[config.mk]
export PLATFORM = sky130hd
export DESIGN_NAME = pwr_mode_ctrl
export DESIGN_NICKNAME = d
export VERILOG_FILES = /design/src/rtl/pwr_mode_pkg.sv /design/src/rtl/pwr_cmd_decode.sv /design/src/rtl/pwr_idle_timer.sv /design/src/rtl/pwr_mode_fsm.sv /design/src/rtl/pwr_mode_ctrl.sv
export SDC_FILE = /design/constraint.sdc
export NUM_CORES = 1
export LEC_CHECK = 0
export ABC_CLOCK_PERIOD_IN_PS = 2400
export BUFFER_PORTS_ARGS = -buffer_cell sky130_fd_sc_hd__buf_2
export CORE_UTILIZATION = 30
export CTS_BUF_LIST = sky130_fd_sc_hd__clkbuf_4 sky130_fd_sc_hd__clkbuf_8
export DETAILED_ROUTE_END_ITERATION = 10
export PLACE_DENSITY_LB_ADDON = 0.05
export RECOVER_POWER = 25
export SYNTH_ARGS = -nofsm -noshare
export SYNTH_HDL_FRONTEND = slang
export SYNTH_HIERARCHICAL = 1
export SYNTH_SLANG_ARGS = --single-unit
[constraint.sdc]
create_clock -name clk -period 2.4 [get_ports clk]
set_input_delay 0.12 -clock clk [delete_from_list [all_inputs] [get_ports clk]]
set_output_delay 0.12 -clock clk [all_outputs]
set_load 0.01 [all_outputs]
[src/rtl/pwr_mode_pkg.sv]
`timescale 1ns/1ps
package pwr_mode_pkg;

  typedef enum logic [1:0] {
    PM_STANDBY = 2'd0,
    PM_ACTIVE  = 2'd1,
    PM_IDLE    = 2'd2,
    PM_SLEEP   = 2'd3
  } pm_mode_e;

  localparam int OP_W = 8;

  // opcode pairs accepted by the controller
  localparam logic [OP_W-1:0] OP_QUERY_A = 8'h98;
  localparam logic [OP_W-1:0] OP_QUERY_B = 8'hE5;
  localparam logic [OP_W-1:0] OP_IDLET_A = 8'h97;
  localparam logic [OP_W-1:0] OP_IDLET_B = 8'hE3;
  localparam logic [OP_W-1:0] OP_IDLEN_A = 8'h95;
  localparam logic [OP_W-1:0] OP_IDLEN_B = 8'hE1;
  localparam logic [OP_W-1:0] OP_STBY_A  = 8'h96;
  localparam logic [OP_W-1:0] OP_STBY_B  = 8'hE2;
  localparam logic [OP_W-1:0] OP_STBYN_A = 8'h94;
  localparam logic [OP_W-1:0] OP_STBYN_B = 8'hE0;
  localparam logic [OP_W-1:0] OP_SLP_A   = 8'h99;
  localparam logic [OP_W-1:0] OP_SLP_B   = 8'hE6;

  localparam logic [7:0] STAT_LOW_PWR = 8'h00;
  localparam logic [7:0] STAT_READY   = 8'hFF;

  typedef struct packed {
    logic     is_query;
    logic     is_power;
    logic     tmr_load;
    pm_mode_e tgt;
  } pm_dec_t;

endpackage

[src/rtl/pwr_cmd_decode.sv]
`timescale 1ns/1ps
module pwr_cmd_decode
  import pwr_mode_pkg::*;
(
  input  logic [OP_W-1:0] op,
  output pm_dec_t         dec
);

  always_comb begin
    dec          = '0;
    dec.tgt      = PM_ACTIVE;
    case (op)
      OP_QUERY_A, OP_QUERY_B: dec.is_query = 1'b1;
      OP_IDLET_A, OP_IDLET_B: begin
        dec.is_power = 1'b1;
        dec.tmr_load = 1'b1;
        dec.tgt      = PM_IDLE;
      end
      OP_IDLEN_A, OP_IDLEN_B: begin
        dec.is_power = 1'b1;
        dec.tgt      = PM_IDLE;
      end
      OP_STBY_A, OP_STBY_B, OP_STBYN_A, OP_STBYN_B: begin
        dec.is_power = 1'b1;
        dec.tgt      = PM_STANDBY;
      end
      OP_SLP_A, OP_SLP_B: begin
        dec.is_power = 1'b1;
        dec.tgt      = PM_SLEEP;
      end
      default: ;
    endcase
  end

endmodule

[src/rtl/pwr_idle_timer.sv]
`timescale 1ns/1ps
module pwr_idle_timer #(
  parameter int PRESCALE = 1024,
  parameter int CNT_W    = 8
) (
  input  logic             clk,
  input  logic             rst_n,
  input  logic             clr_en,
  input  logic             restart,
  input  logic             load,
  input  logic [CNT_W-1:0] load_val,
  input  logic             count_ok,
  output logic             expire
);

  localparam logic [CNT_W-1:0] CNT_ONE = CNT_W'(1);

  logic             en_q, en_d;
  logic [CNT_W-1:0] tmo_q, tmo_d;
  logic [CNT_W-1:0] tmr_q, tmr_d;
  logic             tick;

  generate
    if (PRESCALE <= 1) begin : g_no_pre
      assign tick = count_ok;
    end else begin : g_pre
      localparam int              PRE_W    = $clog2(PRESCALE);
      localparam logic [PRE_W-1:0] PRE_LAST = PRE_W'(PRESCALE - 1);
      logic [PRE_W-1:0] pre_q, pre_d;

      assign tick = count_ok && (pre_q == PRE_LAST);

      always_comb begin
        pre_d = pre_q;
        if (restart)       pre_d = '0;
        else if (count_ok) pre_d = tick ? '0 : pre_q + 1'b1;
      end

      always_ff @(posedge clk or negedge rst_n) begin
        if (!rst_n) pre_q <= '0;
        else        pre_q <= pre_d;
      end
    end
  endgenerate

  assign expire = en_q && tick && !restart && ((tmr_q + CNT_ONE) == tmo_q);

  always_comb begin
    en_d  = en_q;
    tmo_d = tmo_q;
    if (clr_en) begin
      en_d  = 1'b0;
      tmo_d = '0;
    end else if (load) begin
      en_d  = |load_val;
      tmo_d = load_val;
    end
  end

  always_comb begin
    tmr_d = tmr_q;
    if (restart)           tmr_d = '0;
    else if (tick && en_q) tmr_d = expire ? '0 : tmr_q + CNT_ONE;
  end

  always_ff @(posedge clk or negedge rst_n) begin
    if (!rst_n) begin
      en_q  <= 1'b0;
      tmo_q <= '0;
      tmr_q <= '0;
    end else begin
      en_q  <= en_d;
      tmo_q <= tmo_d;
      tmr_q <= tmr_d;
    end
  end

endmodule

[src/rtl/pwr_mode_fsm.sv]
`timescale 1ns/1ps
module pwr_mode_fsm
  import pwr_mode_pkg::*;
(
  input  logic       clk,
  input  logic       rst_n,
  input  logic       hw_rst,
  input  logic       soft_rst,
  input  logic       cmd_valid,
  input  pm_dec_t    dec,
  input  logic       cmd_done,
  input  logic       expire,
  output pm_mode_e   mode_q,
  output logic       busy_q,
  output logic       irq_q,
  output logic       accept,
  output logic [7:0] stat_q
);

  pm_mode_e   mode_d, tgt_q, tgt_d;
  logic       busy_d, done_q;
  logic [7:0] stat_d;

  assign accept = cmd_valid && !busy_q && !hw_rst && !soft_rst;

  always_comb begin
    mode_d = mode_q;
    tgt_d  = tgt_q;
    busy_d = 1'b0;
    stat_d = stat_q;
    if (hw_rst) begin
      mode_d = PM_STANDBY;
    end else if (soft_rst) begin
      mode_d = (mode_q == PM_SLEEP) ? PM_STANDBY : PM_ACTIVE;
    end else if (busy_q) begin
      mode_d = tgt_q;
    end else if (cmd_valid) begin
      if (dec.is_query) begin
        stat_d = ((mode_q == PM_ACTIVE) || (mode_q == PM_IDLE)) ? STAT_READY : STAT_LOW_PWR;
      end else if (dec.is_power) begin
        busy_d = 1'b1;
        tgt_d  = dec.tgt;
      end else begin
        mode_d = PM_ACTIVE;
      end
    end else if (cmd_done && (mode_q == PM_ACTIVE)) begin
      mode_d = PM_IDLE;
    end else if (expire && (mode_q == PM_IDLE)) begin
      mode_d = PM_SLEEP;
    end
  end

  always_ff @(posedge clk or negedge rst_n) begin
    if (!rst_n) begin
      mode_q <= PM_STANDBY;
      tgt_q  <= PM_STANDBY;
      busy_q <= 1'b0;
      done_q <= 1'b0;
      irq_q  <= 1'b0;
      stat_q <= STAT_LOW_PWR;
    end else begin
      mode_q <= mode_d;
      tgt_q  <= tgt_d;
      busy_q <= busy_d;
      done_q <= busy_q;
      irq_q  <= done_q;
      stat_q <= stat_d;
    end
  end

endmodule

[src/rtl/pwr_mode_ctrl.sv]
`timescale 1ns/1ps
module pwr_mode_ctrl
  import pwr_mode_pkg::*;
#(
  parameter int PRESCALE = 1024,
  parameter int CNT_W    = 8
) (
  input  logic             clk,
  input  logic             rst_n,
  input  logic             hw_rst,
  input  logic             soft_rst,
  input  logic             cmd_valid,
  input  logic [7:0]       cmd_op,
  input  logic [CNT_W-1:0] cmd_cnt,
  input  logic             cmd_done,
  output logic [1:0]       mode,
  output logic             clk_en,
  output logic             busy,
  output logic             irq,
  output logic [7:0]       pm_status
);

  pm_dec_t  dec;
  pm_mode_e mode_s;
  logic     busy_s, accept, expire;
  logic     tmr_restart, tmr_load, tmr_count;

  pwr_cmd_decode u_dec (
    .op  (cmd_op),
    .dec (dec)
  );

  assign tmr_restart = accept || soft_rst || hw_rst || cmd_done;
  assign tmr_load    = accept && dec.tmr_load;
  assign tmr_count   = (mode_s == PM_IDLE) && !busy_s;

  pwr_idle_timer #(
    .PRESCALE (PRESCALE),
    .CNT_W    (CNT_W)
  ) u_tmr (
    .clk      (clk),
    .rst_n    (rst_n),
    .clr_en   (hw_rst),
    .restart  (tmr_restart),
    .load     (tmr_load),
    .load_val (cmd_cnt),
    .count_ok (tmr_count),
    .expire   (expire)
  );

  pwr_mode_fsm u_fsm (
    .clk       (clk),
    .rst_n     (rst_n),
    .hw_rst    (hw_rst),
    .soft_rst  (soft_rst),
    .cmd_valid (cmd_valid),
    .dec       (dec),
    .cmd_done  (cmd_done),
    .expire    (expire),
    .mode_q    (mode_s),
    .busy_q    (busy_s),
    .irq_q     (irq),
    .accept    (accept),
    .stat_q    (pm_status)
  );

  assign mode   = mode_s;
  assign busy   = busy_s;
  assign clk_en = (mode_s != PM_SLEEP);

endmodule

# Yosys cells after proc, flatten, opt, wreduce, memory -nomap -nowiden
# Index checks and enable logic that the tools add are counted.
# word_totals
wordCells	99
regBits	42
out_inout_bits	13
in_bits	22
# classes
n_eq_ne	20
n_mux	30
addsub	2
n_bitwise	4
reduce_logical	33
# ops
cell	n
8-bit equality test (second input constant)	12
8-bit two-way mux	6
10-bit two-way mux	3
2-bit two-way mux	8
1-bit two-way mux	12
1-bit logical AND	11
10-bit by 1-bit adder with 10-bit output (second input constant)	1
10-bit equality test (second input constant)	1
5-bit by 4-bit inequality test with 1-bit output (second input constant)	2
10-bit OR reduction	1
8-bit by 1-bit adder with 8-bit output (second input constant)	1
8-bit equality test	1
4-bit OR reduction	2
8-bit OR reduction	1
2-bit one-hot mux with 3 select lines	1
6-bit AND reduction	1
2-bit nonzero test	3
6-bit nonzero test	1
2-bit OR reduction	3
5-bit AND reduction	1
2-bit equality test (second input constant)	2
1-bit zero test	4
1-bit logical OR	4
1-bit inverter	4
other kinds (3)	3

# Longest topological paths before layout
# Gate-level depths: netlist of run 1.
# logic_depth
ltp_word	17
ltp_mapped	11
ltp_nobuf	9

# Cells and area by module
# Netlist of run 1, hierarchy kept.
# modules_own_cells
mod	seq_area_each_um2	area_per_inst_um2	cells_each	instances
pwr_idle_timer	675.6	1662.8	172	1
pwr_mode_fsm	200.2	476.7	41	1
pwr_cmd_decode	0.0	165.2	23	1
pwr_mode_ctrl	0.0	25.0	4	1

# Least setup slack after synthesis of run 1
# OpenSTA, ideal clock, no wires.
# synth_path
path_kind	reg2reg
from	reg u_fsm.mode_q[0]
to	reg u_fsm.mode_q[1]
n_path_buf	0
setup_ns	0.128
synth_period_minus_slack_ns	2.529
path_slack_ns	-0.129
required_ns	2.272
arrival_ns	2.401
stages_incl_launch_ff	9
cell_sequence	dfrtp_1 -> nor3b_1 -> nand3_2 -> nor4_4 -> nand2_2 -> nor3b_1 -> a22oi_1 -> o2111ai_1 -> mux2_1
# synth_between
elab_chain_len	9
elab_cells_between_ends	16
classes_between	eq/ne: 2; mux: 5; reduce/logical: 9
# synth_rtl
item	line	source
start: declaration	pwr_mode_fsm.sv:13	output pm_mode_e mode_q,
start signal: assignment	pwr_mode_fsm.sv:62	mode_q <= mode_d;
2-bit equality test	pwr_mode_ctrl.sv:35	assign tmr_count = (mode_s == PM_IDLE) && !busy_s;
1-bit logical AND	pwr_mode_ctrl.sv:35	
net tmr_count	pwr_mode_ctrl.sv:26	logic tmr_restart, tmr_load, tmr_count;
1-bit logical AND	pwr_idle_timer.sv:31	assign tick = count_ok && (pre_q == PRE_LAST);
1-bit logical AND (3 in series)	pwr_idle_timer.sv:46	assign expire = en_q && tick && !restart && ((tmr_q + CNT_ONE) == tmo_q);
net expire	pwr_mode_ctrl.sv:25	logic busy_s, accept, expire;
1-bit logical AND	pwr_mode_fsm.sv:48	end else if (expire && (mode_q == PM_IDLE)) begin
6-bit nonzero test (no source line)	--	
3-bit AND reduction (no source line)	--	
# The timed path passes the listed nets, and every way through them passes these cells.
# A chain may end at the register's enable or synchronous reset.

# Worst setup path after layout of run 1
# layout_path
from	reg u_tmr.tmr_q[7]
to	reg u_fsm.mode_q[1]
# layout_between
elab_chain_len	6
# layout_rtl
item	line	source
start: declaration	pwr_idle_timer.sv:20	logic [CNT_W-1:0] tmr_q, tmr_d;
start signal: assignment	pwr_idle_timer.sv:74	tmr_q <= tmr_d;
8-bit by 1-bit adder with 8-bit output	pwr_idle_timer.sv:46	
8-bit equality test	pwr_idle_timer.sv:46	
1-bit logical AND	pwr_idle_timer.sv:46	
net expire	pwr_mode_ctrl.sv:25	
1-bit logical AND	pwr_mode_fsm.sv:48	
6-bit nonzero test (no source line)	--	
3-bit AND reduction (no source line)	--	
# The timed path passes the listed nets, and every way through them passes these cells.

==> flow_metrics.tcl, run 1 <==
set metrics [dict create \
    status "complete, no violations" \
    final.setup.tns_ps 0 \
    p_switching_mw 0.309 \
    finClkSkew_ps 13.2 \
    drive_gt1_share_pct 30.3 \
    synth_seq_area_share_pct 37.6 \
    nFillCells 772 \
    maxCapViolCount 0 \
    detailed_place_hpwl_um 4200 \
    die-area_um2 8120 \
    synth_fp_nets 267 \
    num_rows 31 \
    clk_latency_ps 300 \
    wl_per_cell_um 14.4 \
    p_per_area_nw_per_um2 468 \
    pwr-share-seq_pct 43.8 \
    start_util_pct 31.6 \
    synth_cell_type_count 65 \
    htreeDepth 2 \
    leakage_nw 1.26 \
    min_path_type "input pin to register" \
    netlist_instances 240 \
    grt-ovfl-total 0 \
    worstSetupPathType "register to register" \
    ys_warn_count 6 \
    cts_buffers 5 \
    synth.area.top_cells "dfrtp_1 (38%), mux2i_1 (3.9%), ha_1 (2.7%)" \
    grt_max_degree 36 \
    power.share.clock_pct 47.5 \
    ir_drop_mv 0.196 \
    yosysMostFrequentCell "dfrtp_1" \
    slew_headroom_pct 38.1 \
    netlist_area_um2 2330 \
    syn_area_per_cell_um2 9.71 \
    synth_edf_count 0 \
    fmax_mhz 420 \
    drt_iter0_markers 90 \
    drc 0 \
    critPathMaxFanout 3 \
    period_minus_slack_ps 2380 \
    viasPerCell 4.99 \
    sw_frac_of_total_pct 22.5 \
    antenna_found_initial 0 \
    finish.utilization_pct 39.8 \
    synth_top_cell_area_share_pct 37.6 \
    slew_viol_final 0 \
    fin_cells 399 \
    boundaryPins 35 \
    fin_hold_ws_ps 77.0 \
    drtPass1Iterations 4 \
    worst_setup_path_start_kind "register" \
    dieWidth_um 90.1 \
    cts_tree "built" \
    yosys.area.top_type "dfrtp_1" \
    gp_congestion 0.761 \
    cts_root_buffer "clkbuf_8" \
    grt_pass1_wl_um 9700 \
    drt-total-wl_um 5750 \
    clk_pin_slew_worst_paths_ps 90 \
    synth-seq-cells 35 \
    syn_to_final_growth_pct 25.8 \
    rsz0062_at_grt "yes" \
    crit_path_end_kind "register" \
    fin_crit_sh_pct 99.3 \
    core_um2 7370 \
    internal-power_mw 1.06 \
    vias 1991 \
    hold_viol 0 \
    die_y_um 90.1 \
    worst_slew_pin_slew_ps 929 \
    comb_power_share_pct 8.7 \
    ant_nets 0 \
    arrival_ps 2560 \
    clockBufferDepth 2 \
    fin_nets 326 \
    diodes 0 \
    async_flop_share_pct 100 \
    synth_commonest_cells "dfrtp_1 (35), nor2_1 (16), nand2_1 (15)" \
    grt_pass1_vias 2005 \
    clkSinkCount 35 \
    synth_flop_cell "dfrtp_1" \
    place_inst 387 \
    setup_viol 0 \
    critPathRequiredTime_ps 2580 \
    port_buffers 34 \
    grtUsageTotal_pct 15.0 \
]
==> cell type report <==
type / count / area [µm²] / area share, %
multi-input cells: 181 / 1360 / 46.3
flip-flops and latches: 35 / 878 / 30.0
clock buffers: 5 / 68.8 / 2.35
repair buffers: 67 / 402 / 13.7
clock inverters: 3 / 67.6 / 2.31
inverters: 9 / 33.8 / 1.15
well taps: 99 / 124 / 4.23
==> worst paths after layout <==
check | start | endpoint | slack (ps) | cells past startpoint
hold reg to reg | u_fsm/done_q | u_fsm/irq_q | 350 | 0
setup / recovery | u_tmr/tmr_q[7] | u_fsm/mode_q[1] | 20 | 8
max in group asynchronous | rst_n | u_tmr/tmr_q[2] | 1270 | 2
min in group asynchronous | rst_n | u_tmr/tmr_q[5] | 500 | 2
setup reg to reg | u_tmr/tmr_q[7] | u_fsm/mode_q[1] | 20 | 8
hold / removal | cmd_cnt[4] | u_tmr/tmo_q[4] | 80 | 3
==> power groups by stage <==
stage	combinational, mW	sequential (mW)	clock (mW)
after global placement	0.120	0.613	0
after global routing	0.135	0.602	0.696
after floorplan	0.0540	0.617	0
after CTS	0.122	0.601	0.672
final	0.119	0.601	0.652
after detailed placement	0.120	0.613	0
==> layout by cell type (no fill, tap or decap), types with 3 or more instances in the layout <==
cell,Yosys,layout
o32ai_1,6,6
buf_4,7,30
dfrtp_1,35,33
a211oi_1,4,3
nand3_1,10,10
mux2i_1,9,9
nand2_1,15,15
inv_1,9,9
nor2_1,16,16
nand4_1,5,5
xor2_1,7,7
nor3b_1,6,4
xnor2_1,6,5
clkbuf_1,2,11
o22ai_1,3,3
nand2b_1,7,7
buf_2,1,24
a21oi_1,6,6
nor2b_1,3,3
mux2_4,2,3
ha_1,5,4
o21ai_0,12,12
nor3_1,8,8
clkbuf_8,0,5
==> what timing repair did <==
item | CTS | global route
endpoints found under the hold margin | 35 | 0
endpoints found under the setup margin | 1 | 2
gates resized for setup | 2 | 6
pin swaps | 4 | 3
buffers inserted | 3 | 2
hold buffers | 1 | 0
==> per-layer routing <==
metal	routed length, µm	vias to the layer above	track usage [%]
li1	-	995	-
met1	2830	960	20.4
met2	2690	31	24.1
met3	184	5	2.71
met4	49	0	4.97
met5	0	-	0
==> registers in the layout, summed over array words and instances (netlist names) <==
register,cells
u_fsm/busy_q,1
u_fsm/mode_q,2
u_fsm/done_q,1
u_fsm/tgt_q,2
u_tmr/tmr_q,8
u_tmr/tmo_q,8
u_fsm/irq_q,1
u_tmr/g_pre.pre_q,10
u_fsm/stat_q,1
u_tmr/en_q,1
==> stage by stage <==
stage / power (mW) / area, µm² / worst slack (ps)
floorplan: 0.671 / 2350 / 2.06
global placement: 0.733 / 2740 / 67.1
detailed placement: 0.733 / 2740 / -5.94
CTS: 1.40 / 2920 / 26.2
global route: 1.43 / 2930 / -81.8
finish: 1.37 / 2930 / 16.5
==> kinds of logic after synthesis <==
logic type / synth area share, %
AOI/OAI and AO/OA: 14.3
xor gates and xnor gates: 4.89
and+or+nand+nor: 28.6
adders and majority gates: 2.69
DFF: 37.6
muxes: 5.64
buffers and inverters: 6.34
==> worst max-delay path, stage by stage (launching register included) <==
cell and delay, ps:
dfrtp_1 400, xnor2_1 170, or4_1 510, o22ai_1 130, o211a_1 180, nor3b_2 190, a22oi_2 80, o2111ai_2 260
mux2_4 330
(Power assumes the default switching activity.)
==> run 2, diff against run 1 <==
--- a/config.mk
+++ b/config.mk
@@ -5,7 +5,7 @@
 export SDC_FILE = /design/constraint.sdc
 export NUM_CORES = 1
 export LEC_CHECK = 0
-export ABC_CLOCK_PERIOD_IN_PS = 2400
+export ABC_CLOCK_PERIOD_IN_PS = 2300
 export BUFFER_PORTS_ARGS = -buffer_cell sky130_fd_sc_hd__buf_2
 export CORE_UTILIZATION = 30
 export CTS_BUF_LIST = sky130_fd_sc_hd__clkbuf_4 sky130_fd_sc_hd__clkbuf_8
==> constraint.sdc (replaced) <==
create_clock -name clk -period 2.3 [get_ports clk]
set_input_delay 0.115 -clock clk [delete_from_list [all_inputs] [get_ports clk]]
set_output_delay 0.115 -clock clk [all_outputs]
set_load 0.01 [all_outputs]
==> flow_metrics.tcl, run 2 (synthesis gave the netlist of run 1 again) <==
set metrics [dict create \
    seq_area_um2 881 \
    ir_drop_mv 0.293 \
    top_regs "u_tmr/g_pre.pre_q (10), u_tmr/tmo_q (8), u_tmr/tmr_q (8)" \
    hold_viol 0 \
    grt_pass1_wl_um 9410 \
    report.power.total_mw 1.42 \
    cts_tree "built" \
    die-area_um2 8120 \
    drtPass1Iterations 4 \
    grt-ovfl-total 0 \
    hold_start "cmd_cnt[4]" \
    gp_congestion 0.802 \
    worst_setup_path_start_kind "register" \
    maxCapViolCount 0 \
    min_path_type "input pin to register" \
    core_um2 7370 \
    drt-total-wl_um 5840 \
    p_per_area_nw_per_um2 475 \
    period_minus_slack_ps 2340 \
    setup_slack_ps -42.7 \
    r2r-start "u_tmr/tmr_q[0]" \
    cts_root_buffer "clkbuf_8" \
    largest_reg_flops 10 \
    antenna_found_initial 0 \
    fin_nets 329 \
    rsz0062_at_grt "yes" \
    clkSinkCount 35 \
    layout_common_cells "buf_4 (31), dfrtp_1 (31), buf_2 (23), nor2_1 (16), nand2_1 (15)" \
    vias 1962 \
    cts_buffers 5 \
    diodes 0 \
    setup_viol 1 \
    arrival_ps 2510 \
    critPathMaxFanout 4 \
    multi_input_area_um2 1400 \
    detailed_place_hpwl_um 4110 \
    die_y_um 90.1 \
    drc 0 \
    dieWidth_um 90.1 \
    fmax_mhz 427 \
    num_rows 31 \
    finClkSkew_ps 9.90 \
    drive_gt1_share_pct 34.0 \
    fin_hold_ws_ps 79.7 \
    grtUsageTotal_pct 14.5 \
    fin_crit_sh_pct 102 \
    place_inst 388 \
    grt_max_degree 36 \
    finalInstanceArea_um2 3000 \
    wl_per_cell_um 14.5 \
    htreeDepth 2 \
    boundaryPins 35 \
    grt_pass1_vias 1850 \
    start_util_pct 31.6 \
    regMostFlops "u_tmr/g_pre.pre_q" \
    violations "setup timing" \
    placed_area_um2 2760 \
    syn_to_final_growth_pct 28.9 \
    leakage_nw 1.28 \
    worstSetupPathType "register to register" \
    clockBufferDepth 2 \
    worst_slew_pin_slew_ps 913 \
    critPathLaunch "u_tmr/tmr_q[0]" \
    fin_cells 402 \
    viasPerCell 4.88 \
    port_buffers 34 \
    nFillCells 761 \
    clk_pin_slew_worst_paths_ps 80 \
    drt_iter0_markers 110 \
    slew_viol_final 0 \
    clk_latency_ps 290 \
    crit_path_end_kind "register" \
    ant_nets 0 \
    slew_headroom_pct 39.1 \
    status "finished, violations left" \
    critPathRequiredTime_ps 2470 \
]
run 2: what timing repair did:
action | 4_1_cts | 5_1_grt
setup buffers | 2 | 4
endpoints found under the hold margin | 35 | 0
endpoints found under the setup margin | 2 | 3
gates resized for setup | 3 | 14
pin swaps | 1 | 14
hold buffers | 1 | 0
run 2: worst paths after layout:
check	end	slack [ps]	depth (start not counted)
worst max-delay path	u_fsm/mode_q[1]	-40	9
worst min-delay path	u_tmr/tmo_q[4]	80	3
worst max register to register	u_fsm/mode_q[1]	-40	9
worst min register to register	u_fsm/irq_q	350	0
max in group asynchronous	u_fsm/busy_q	1180	2
min in group asynchronous	u_tmr/tmr_q[0]	490	2
run 2: area by class of cell:
cell class | count | area share, %
timing repair buffer | 70 | 14.3
sequential | 35 | 29.3
inverter | 9 | 1.13
tap | 99 | 4.13
clock buffer | 5 | 2.29
multi-input combinational | 181 | 46.5
clock inverter | 3 | 2.25
run 2: metrics by stage:
stage               utilization [%]  worst slack [ps]  TNS, ps
finish                         40.7             -42.7    -42.7
global route                   40.7              -116     -145
CTS                            39.8             -46.8    -56.9
global placement               37.4             -59.9    -59.9
floorplan                         -             -45.4    -45.4
detailed placement             37.4              -130     -130
run 2: power breakdown:
part           switching (mW)  internal, mW
Clock                   0.242         0.433
Sequential            0.00605         0.622
Combinational          0.0694        0.0528
run 2: routing by layer:
metal / routed length, µm / vias to the layer above / part of all wire, % / global-route usage, %
met4: 21 / 0 / 0.36 / 3.23
met1: 2880 / 938 / 49 / 20.7
li1: - / 997 / - / -
met5: 0 / - / 0 / 0
met3: 149 / 2 / 2.6 / 2.71
met2: 2790 / 25 / 48 / 22.7
run 2: critical path, cell delays in order (launching register included):
cell	delay, ps
dfrtp_2	460
ha_4	300
xnor2_2	100
o211ai_1	110
a211oi_2	230
o211a_1	180
nor3b_2	180
a22oi_1	100
o2111ai_2	240
mux2_4	330
